`src/rtl/linkirq_pkg.sv`:
```
package linkirq_pkg;

    localparam int unsigned DATA_W = 16;

    localparam int unsigned STS_LIVE_BIT = 0;
    localparam int unsigned STS_SUM_BIT  = 7;
    localparam int unsigned CFG_POL_BIT  = 3;
    localparam int unsigned CFG_GEN_BIT  = 1;
    localparam int unsigned CFG_OE_BIT   = 0;
    localparam int unsigned INT_FLG_BIT  = 13;
    localparam int unsigned INT_ENA_BIT  = 5;

    localparam logic [DATA_W-1:0] CFG_WMASK =
        (DATA_W'(1) << CFG_POL_BIT) | (DATA_W'(1) << CFG_GEN_BIT) | (DATA_W'(1) << CFG_OE_BIT);
    localparam logic [DATA_W-1:0] INT_WMASK = DATA_W'(1) << INT_ENA_BIT;

    typedef enum logic [1:0] {
        ST_QUIET   = 2'd0,
        ST_FLAGGED = 2'd1,
        ST_HELD    = 2'd2
    } irq_state_e;

endpackage

```
`src/rtl/linkirq_sync.sv`:
```
module linkirq_sync #(
    parameter int unsigned STAGES = 2
) (
    input  logic clk,
    input  logic rst_n,
    input  logic clk_en,
    input  logic din,
    output logic level,
    output logic change
);

    logic [STAGES-1:0] chain;
    logic              prev_q;

    generate
        if (STAGES == 1) begin : g_single
            always_ff @(posedge clk or negedge rst_n) begin
                if (!rst_n) begin
                    chain <= '0;
                end else if (clk_en) begin
                    chain <= din;
                end
            end
        end else begin : g_multi
            always_ff @(posedge clk or negedge rst_n) begin
                if (!rst_n) begin
                    chain <= '0;
                end else if (clk_en) begin
                    chain <= {chain[STAGES-2:0], din};
                end
            end
        end
    endgenerate

    always_ff @(posedge clk or negedge rst_n) begin
        if (!rst_n) begin
            prev_q <= 1'b0;
        end else if (clk_en) begin
            prev_q <= chain[STAGES-1];
        end
    end

    assign level  = chain[STAGES-1];
    assign change = chain[STAGES-1] ^ prev_q;

endmodule

```
`src/rtl/linkirq_fsm.sv`:
```
module linkirq_fsm
    import linkirq_pkg::*;
(
    input  logic       clk,
    input  logic       rst_n,
    input  logic       clk_en,
    input  logic       raise,
    input  logic       ack,
    input  logic       pending,
    output logic       summary,
    output irq_state_e state
);

    irq_state_e state_q;
    irq_state_e state_d;

    always_ff @(posedge clk or negedge rst_n) begin
        if (!rst_n) begin
            state_q <= ST_QUIET;
        end else if (clk_en) begin
            state_q <= state_d;
        end
    end

    always_comb begin
        state_d = state_q;
        unique case (state_q)
            ST_QUIET: begin
                if (raise) begin
                    state_d = ST_FLAGGED;        // T_RAISE
                end else if (pending) begin
                    state_d = ST_HELD;           // T_LATENT
                end
            end
            ST_FLAGGED: begin
                if (raise) begin
                    state_d = ST_FLAGGED;        // T_RAISE wins over ack
                end else if (ack) begin
                    state_d = pending ? ST_HELD  // T_ACK
                                      : ST_QUIET; // T_DRAIN
                end
            end
            ST_HELD: begin
                if (raise) begin
                    state_d = ST_FLAGGED;        // T_RAISE
                end else if (!pending) begin
                    state_d = ST_QUIET;          // T_DRAIN
                end
            end
            default: state_d = ST_QUIET;
        endcase
    end

    always_comb begin
        summary = (state_q == ST_FLAGGED);
        state   = state_q;
    end

endmodule

```
`src/rtl/linkirq_regs.sv`:
```
module linkirq_regs
    import linkirq_pkg::*;
#(
    parameter int unsigned       ADDR_W      = 8,
    parameter int unsigned       SYNC_STAGES = 2,
    parameter logic [ADDR_W-1:0] STS_ADDR    = ADDR_W'(8'h10),
    parameter logic [ADDR_W-1:0] CFG_ADDR    = ADDR_W'(8'h11),
    parameter logic [ADDR_W-1:0] INT_ADDR    = ADDR_W'(8'h12)
) (
    input  logic              clk,
    input  logic              rst_n,
    input  logic              clk_en,
    input  logic              link_up,
    input  logic [ADDR_W-1:0] addr,
    input  logic [DATA_W-1:0] wdata,
    input  logic              wr_en,
    input  logic              rd_en,
    output logic [DATA_W-1:0] rdata,
    output logic              irq_pin,
    output logic              irq_oe
);

    logic              live;
    logic              evt;
    logic              summary;
    irq_state_e        state;
    logic [DATA_W-1:0] cfg_q;
    logic [DATA_W-1:0] ena_q;
    logic              lnk_flag;
    logic              lnk_en;
    logic              cfg_pol;
    logic              cfg_en;
    logic              cfg_oe;
    logic              pending;
    logic              serv_evt;
    logic              wr_cfg;
    logic              wr_int;
    logic              rd_sts;
    logic              rd_int;
    logic              rd_cfg;
    logic              rd_unm;
    logic [DATA_W-1:0] rd_word;
    logic              irq_active;

    linkirq_sync #(.STAGES(SYNC_STAGES)) u_sync (
        .clk    (clk),
        .rst_n  (rst_n),
        .clk_en (clk_en),
        .din    (link_up),
        .level  (live),
        .change (evt)
    );

    always_comb begin
        wr_cfg = clk_en && wr_en && (addr == CFG_ADDR);
        wr_int = clk_en && wr_en && (addr == INT_ADDR);
        rd_sts = clk_en && rd_en && (addr == STS_ADDR);
        rd_cfg = clk_en && rd_en && (addr == CFG_ADDR);
        rd_int = clk_en && rd_en && (addr == INT_ADDR);
        rd_unm = clk_en && rd_en && !(addr == STS_ADDR) && !(addr == CFG_ADDR)
                 && !(addr == INT_ADDR);
    end

    always_ff @(posedge clk or negedge rst_n) begin
        if (!rst_n) begin
            cfg_q <= '0;
        end else if (wr_cfg) begin
            cfg_q <= wdata & CFG_WMASK;
        end
    end

    always_ff @(posedge clk or negedge rst_n) begin
        if (!rst_n) begin
            ena_q <= '0;
        end else if (wr_int) begin
            ena_q <= wdata & INT_WMASK;
        end
    end

    always_ff @(posedge clk or negedge rst_n) begin
        if (!rst_n) begin
            lnk_flag <= 1'b0;
        end else if (clk_en) begin
            if (evt) begin
                lnk_flag <= 1'b1;
            end else if (rd_int) begin
                lnk_flag <= 1'b0;
            end
        end
    end

    always_comb begin
        cfg_pol  = cfg_q[CFG_POL_BIT];
        cfg_en   = cfg_q[CFG_GEN_BIT];
        cfg_oe   = cfg_q[CFG_OE_BIT];
        lnk_en   = ena_q[INT_ENA_BIT];
        pending  = lnk_flag && lnk_en;
        serv_evt = evt && lnk_en;
    end

    linkirq_fsm u_fsm (
        .clk     (clk),
        .rst_n   (rst_n),
        .clk_en  (clk_en),
        .raise   (serv_evt),
        .ack     (rd_sts),
        .pending (pending),
        .summary (summary),
        .state   (state)
    );

    always_comb begin
        rd_word = '0;
        if (addr == STS_ADDR) begin
            rd_word[STS_LIVE_BIT] = live;
            rd_word[STS_SUM_BIT]  = summary;
        end else if (addr == CFG_ADDR) begin
            rd_word = cfg_q;
        end else if (addr == INT_ADDR) begin
            rd_word              = ena_q;
            rd_word[INT_FLG_BIT] = lnk_flag;
        end
    end

    always_ff @(posedge clk or negedge rst_n) begin
        if (!rst_n) begin
            rdata <= '0;
        end else if (clk_en && rd_en) begin
            rdata <= rd_word;
        end
    end

    always_comb begin
        irq_active = cfg_en && ((state == ST_FLAGGED) || pending);
        irq_pin    = cfg_pol ? irq_active : !irq_active;
        irq_oe     = cfg_oe;
    end

endmodule

```
`config.mk`:
```
export PLATFORM = sky130hd
export DESIGN_NAME = linkirq_regs
export DESIGN_NICKNAME = d
export VERILOG_FILES = /design/src/rtl/linkirq_pkg.sv /design/src/rtl/linkirq_sync.sv /design/src/rtl/linkirq_fsm.sv /design/src/rtl/linkirq_regs.sv
export SDC_FILE = /design/constraint.sdc
export NUM_CORES = 1
export LEC_CHECK = 0
export BUFFER_PORTS_ARGS = -buffer_cell sky130_fd_sc_hd__buf_2
export CAP_MARGIN = 20
export CORE_MARGIN = 3
export CORE_UTILIZATION = 35
export CTS_BUF_LIST = sky130_fd_sc_hd__clkbuf_4
export DETAILED_ROUTE_END_ITERATION = 8
export GPL_TIMING_DRIVEN = 0
export PLACE_DENSITY = 0.78
export SKIP_CTS_REPAIR_TIMING = 1
export SLEW_MARGIN = 20
export SYNTH_ARGS = -nofsm -noshare
export SYNTH_HDL_FRONTEND = slang
export SYNTH_SLANG_ARGS = --single-unit
```
`constraint.sdc`:
```
create_clock -name clk -period 1.49 [get_ports clk]
set_input_delay 0.2235 -clock clk [delete_from_list [all_inputs] [get_ports clk]]
set_output_delay 0.2235 -clock clk [all_outputs]
set_load 0.03 [all_outputs]
```
==> results_dict.tcl, run 1 <==
set metrics [dict create \
    status "complete, but fails checks" \
    failed_checks "setup timing" \
    stdcell_count 157 \
    wirelength_mm 1.811 \
    power_frac_comb 0.364 \
    antenna_found_initial 0 \
    synth_top_area_share 0.4638 \
    insertedDiodeCount 0 \
    grt_pass1_vias 743 \
    ir_drop_uv 591.2 \
    avgSynthCellArea_um2 10.04 \
    ys_seq_area_frac 0.4638 \
    num_vias 752 \
    syn_inst 86 \
    synthTopCellsByCount "nand2_1, dfrtp_1, buf_4, mux2_2, nand3_1" \
    first_pass_iters 4 \
    ctsHtreeMaxLevel 1 \
    drt-met1-wl_um 796 \
    clkSinkCount 16 \
    synthMuxAreaShare 0.1159 \
    hold_path_class "input port to register" \
    pwr-share-clk 0.194 \
    reg2reg_depth 4 \
    max_freq_mhz 614.9 \
    cts_root_buf "clkbuf_4" \
    nets 160 \
    die_w_um 55.67 \
    fin_skew_ns 0.009533 \
    hold_depth 2 \
    synth_ff_type "dfrtp_1" \
    core_um2 2276 \
    fin_ws_ns -0.1364 \
    synth-edff-count 0 \
    met3_wirelength_um 160 \
    cp-end-kind "register" \
    overflow 0 \
    met2WireLength_um 846 \
    die_h_um 55.67 \
    drcViolationCount 0 \
    switching_share 0.3275 \
    rr_endpoint "u_fsm.state[1]$_DFFE_PN0P_" \
    hold_path_end "ena_q[5]$_DFFE_PN0P_" \
    synth_area_um2 863.3 \
    total_power_uw 1181 \
    dp_cells 148 \
    path_clk_slew_ns 0.09 \
    critical_path.max_fanout 3 \
    yosys.area_share.simple 0.2145 \
    synth.area.top_cells "dfrtp_1, buf_4, mux2_2" \
    hold_violations 0 \
    grt_pass1_wl_mm 3.077 \
    final.period_utilization 1.092 \
    hp-start "wdata[5]" \
    finalSetupViolCount 3 \
    hold_slack_ns 0.1562 \
    power.switching_uw 386.7 \
    synth_xor_area_frac 0.02029 \
    synth_top_family_by_area "simple AND/OR/NAND/NOR gates" \
    cp_slowest_stage_delay_ns 0.54 \
    cts_tree "done" \
    tns_ns -0.2422 \
    drive_above_1_share 0.4574 \
    synth_most_common_cell "nand2_1" \
    gp_congestion 0.7039 \
    num_io_pins 48 \
    grt_util_all_layers 0.1191 \
    yosysWarnings 0 \
    power.density_nw_per_um2 988.3 \
    finalMaxSlewViolations 0 \
    yosys_register_bits 16 \
    fp-row-count 17 \
    pwr-share-seq 0.442 \
    critPathKind "input port to register" \
    grt_setup_unrepaired "yes" \
    p_int_uw 794.2 \
    crit_path_top_delay_cell "or4b_4" \
    highest_layer "met4" \
    cts_buffers 3 \
    crit_chain "buf_6 > or4b_4 > or4_4 > a31oi_4 > mux2_4" \
    reg2reg_from "u_sync.chain[1]$_DFFE_PN0P_" \
    yosysUniqueCellTypes 27 \
    worstSkewPairLatency_ns 0.28 \
    synth_compound_area_frac 0.08986 \
    start_util 0.3793 \
    syn_to_final_growth_pct 38.41 \
    power.leakage_uw 0.0006074 \
    start_kind "input port" \
    reg2reg_slack_ns -0.09 \
    die_area_um2 3099 \
    drt-wirelength-per-cell_um 11.54 \
    drv_cap 0 \
    first_iter_violations 19 \
    numPortBuffers 25 \
    synth_top_area_cell "dfrtp_1" \
    grt_start_max_net_pins 17 \
    ys_async_sr_fraction 1.000 \
    dp.final_hpwl_mm 1.397 \
    vias_per_cell 4.790 \
    crit_arrival_ns 1.79 \
    min_period_ns 1.626 \
    crit_required_ns 1.65 \
    synthAdderAreaFrac 0 \
    ant_nets 0 \
    cts_buffer_depth 2 \
]
## cell families after synthesis
kind of cell	count (synthesis)
and+or+nand+nor	35
DFF	16
AOI/OAI and AO/OA	12
buffers and inverters	11
muxes	9
xor gates and xnor gates	2
other	1
## per-layer routing
metal / track usage / vias to the layer above
met2: 0.2027 / 34
met1: 0.1433 / 348
met4: 0.04514 / 0
met3: 0.03016 / 2
li1: - / 368
met5: 0 / -
## area by class of cell
cell class | instances | area [um^2]
fill | 201 | 1081
multi-input combinational | 68 | 474.2
sequential | 16 | 402.9
timing repair buffer | 30 | 177.7
buffer | 11 | 78.83
tap | 28 | 35.03
clock buffer | 3 | 22.52
clock inverter | 1 | 3.754
## how the worst max path moves through the flow
| stage | from | to | cells past startpoint |
|---|---|---|---|
| after floorplan | addr[3] | u_fsm.state[1]$_DFFE_PN0P_ | 4 |
| after global placement | addr[3] | u_fsm.state[1]$_DFFE_PN0P_ | 5 |
| after detailed placement | addr[3] | u_fsm.state[1]$_DFFE_PN0P_ | 5 |
| after CTS | addr[3] | u_fsm.state[1]$_DFFE_PN0P_ | 5 |
| after global routing | addr[3] | u_fsm.state[1]$_DFFE_PN0P_ | 5 |
| final | addr[3] | u_fsm.state[1]$_DFFE_PN0P_ | 5 |
## placed cells by master, fill, tap and decap left out, types with 2 or more instances in the layout
| cell | synthesis | final |
|---|---|---|
| dfrtp_2 | 0 | 2 |
| o21ai_0 | 2 | 2 |
| a22o_1 | 2 | 2 |
| nor2_1 | 2 | 2 |
| dfrtp_1 | 16 | 14 |
| nand2_1 | 17 | 17 |
| buf_4 | 10 | 14 |
| and2_1 | 2 | 2 |
| mux2_2 | 6 | 6 |
| buf_2 | 0 | 23 |
| conb_1 | 1 | 10 |
| clkbuf_4 | 0 | 3 |
| or3_1 | 2 | 2 |
| nand3_1 | 4 | 4 |
| nor2b_1 | 2 | 2 |
| buf_6 | 0 | 2 |
| a21oi_1 | 2 | 2 |
## stage by stage
stage,utilization,setup slack (ns),area (um^2)
after floorplan,-,-0.3625,897.1
after global placement,0.4645,-0.5075,1057
after detailed placement,0.4645,-0.5224,1057
after CTS,0.4761,-0.2229,1084
after global routing,0.5250,-0.1410,1195
final,0.5250,-0.1364,1195
## critical path, delay by kind of cell
family	cells	cell delay, ns
buffers and inverters	1	0.09
and+or+nand+nor	2	1.01
AOI/OAI and AO/OA	1	0.16
muxes	1	0.31
## sequential cells by signal, indices dropped and copies added, names as in the netlist
signal         count
u_sync.chain       2
rdata              6
cfg_q              3
u_sync.prev_q      1
lnk_flag           1
u_fsm.state        2
ena_q              1
## power groups by stage
stage	Sequential, uW	Combinational [uW]	Clock (uW)
floorplan	516	193	0
global placement	521	245	0
detailed placement	526	258	0
CTS	517	260	234
global route	526	459	257
finish	522	430	229
(Power assumes the default switching activity.)
==> inputs of run 2 (changes only) <==
Settings changed: PLACE_DENSITY 0.78 to 0.74.
==> results_dict.tcl, run 2 (synthesized netlist as in run 1, its figures left out) <==
set metrics [dict create \
    ctsHtreeMaxLevel 1 \
    power_frac_comb 0.313 \
    insertedDiodeCount 0 \
    final.period_utilization 1.096 \
    num_vias 748 \
    crit_arrival_ns 1.82 \
    dp.final_hpwl_mm 1.425 \
    pwr-share-clk 0.214 \
    final_area_um2 1176 \
    fin_skew_ns 0.003567 \
    drcViolationCount 0 \
    largest_reg_flops 6 \
    antenna_found_initial 0 \
    ant_nets 0 \
    fin_ws_ns -0.1431 \
    stdcell_count 155 \
    grt_util_all_layers 0.1240 \
    critical-path-top-delay-family "simple AND/OR/NAND/NOR gates" \
    drv_cap 0 \
    regArea_um2 404.1 \
    overflow 0 \
    grt_start_max_net_pins 17 \
    finalMaxSlewViolations 0 \
    cts_buffers 3 \
    multi_input_comb_area_um2 473.0 \
    start_kind "input port" \
    pwr-share-seq 0.473 \
    status "complete, but fails checks" \
    drt-wirelength-per-cell_um 12.10 \
    die_w_um 55.67 \
    first_pass_iters 6 \
    min_period_ns 1.633 \
    syn_to_final_growth_pct 36.23 \
    max_freq_mhz 612.3 \
    largest_registers "rdata: 6 flops, cfg_q: 3 flops" \
    path_clk_slew_ns 0.10 \
    gp_congestion 0.7088 \
    core_um2 2276 \
    largest_register "rdata" \
    power.leakage_uw 0.0005914 \
    final_common_cell "buf_2" \
    finalSetupViolCount 3 \
    worstSkewPairLatency_ns 0.29 \
    crit_chain "buf_6 > or4b_4 > or4_4 > a31oi_4 > mux2_4" \
    hp-start "wdata[5]" \
    reg2reg_from "u_fsm.state[1]$_DFFE_PN0P_" \
    nets 158 \
    power.density_nw_per_um2 959.6 \
    switching_share 0.3343 \
    ir_drop_uv 515.1 \
    cts_root_buf "clkbuf_4" \
    crit_buf_inv 1 \
    critical_path.max_fanout 3 \
    mostFrequentLayoutCells "buf_2, nand2_1, buf_4, dfrtp_1, conb_1" \
    critPathKind "input port to register" \
    drive_above_1_share 0.4646 \
    cp-end-kind "register" \
    grt_pass1_wl_mm 3.029 \
    hold_violations 0 \
    vias_per_cell 4.826 \
    die_area_um2 3099 \
    dpl-instance-area_um2 1057 \
    total_power_uw 1129 \
    crit_path_top_delay_cell "or4b_4" \
    p_int_uw 751.4 \
    die_h_um 55.67 \
    cts_tree "done" \
    numPortBuffers 25 \
    fp-row-count 17 \
    first_iter_violations 8 \
    wirelength_mm 1.875 \
    grt_setup_unrepaired "yes" \
    start_util 0.3793 \
    hold_path_class "input port to register" \
    clkSinkCount 16 \
    dp_cells 148 \
    crit_required_ns 1.68 \
    worstSetupStartpoint "addr[3]" \
    grt_pass1_vias 718 \
    failed_checks "setup timing" \
    num_io_pins 48 \
    cts_buffer_depth 2 \
    fill_cells 222 \
    cp_slowest_stage_delay_ns 0.56 \
    power.switching_uw 377.3 \
]
[run 2: path summary, 6_finish.rpt]
kind                                                    end  slack (ns)  depth (start not counted)
min in group asynchronous       u_sync.chain[0]$_DFFE_PN0P_        0.35                          2
worst max-delay path             u_fsm.state[1]$_DFFE_PN0P_       -0.14                          5
max in group asynchronous        u_fsm.state[1]$_DFFE_PN0P_        0.86                          2
worst max register to register   u_fsm.state[1]$_DFFE_PN0P_       -0.06                          4
worst min register to register         rdata[5]$_DFFE_PN0P_        0.48                          2
worst min-delay path                   ena_q[5]$_DFFE_PN0P_        0.13                          2
[run 2: per-layer routing]
| metal | share of wire | global-route usage | vias up |
|---|---|---|---|
| met4 | 0.025 | 0.07292 | 0 |
| met3 | 0.089 | 0.02784 | 6 |
| met5 | 0 | 0 | - |
| li1 | - | - | 362 |
| met2 | 0.49 | 0.2078 | 39 |
| met1 | 0.39 | 0.1437 | 341 |
[run 2: layout make-up]
type,instances,area share
clock buffer,3,0.01915
sequential,16,0.3436
timing repair buffer,28,0.1351
clock inverter,1,0.003191
multi-input combinational,68,0.4021
tap,28,0.02979
buffer,11,0.06702
[run 2: power groups by stage]
| stage | registers [uW] | logic (uW) | clock network, uW |
|---|---|---|---|
| 2_1_floorplan | 516 | 193 | 0 |
| 3_3_place_gp | 522 | 245 | 0 |
| 3_5_place_dp | 526 | 261 | 0 |
| 4_1_cts | 517 | 262 | 243 |
| 5_1_grt | 542 | 381 | 267 |
| 6_report | 534 | 353 | 242 |
[run 2: stage by stage]
step,setup slack [ns],hold slack (ns),setup TNS (ns),utilization
floorplan,-0.3625,-0.07209,-0.6768,-
global placement,-0.5044,0.1499,-1.963,0.4645
detailed placement,-0.5271,0.1575,-2.247,0.4645
CTS,-0.2190,-0.1580,-0.4641,0.4761
global route,-0.1684,0.1415,-0.3907,0.5168
finish,-0.1431,0.1316,-0.2203,0.5168
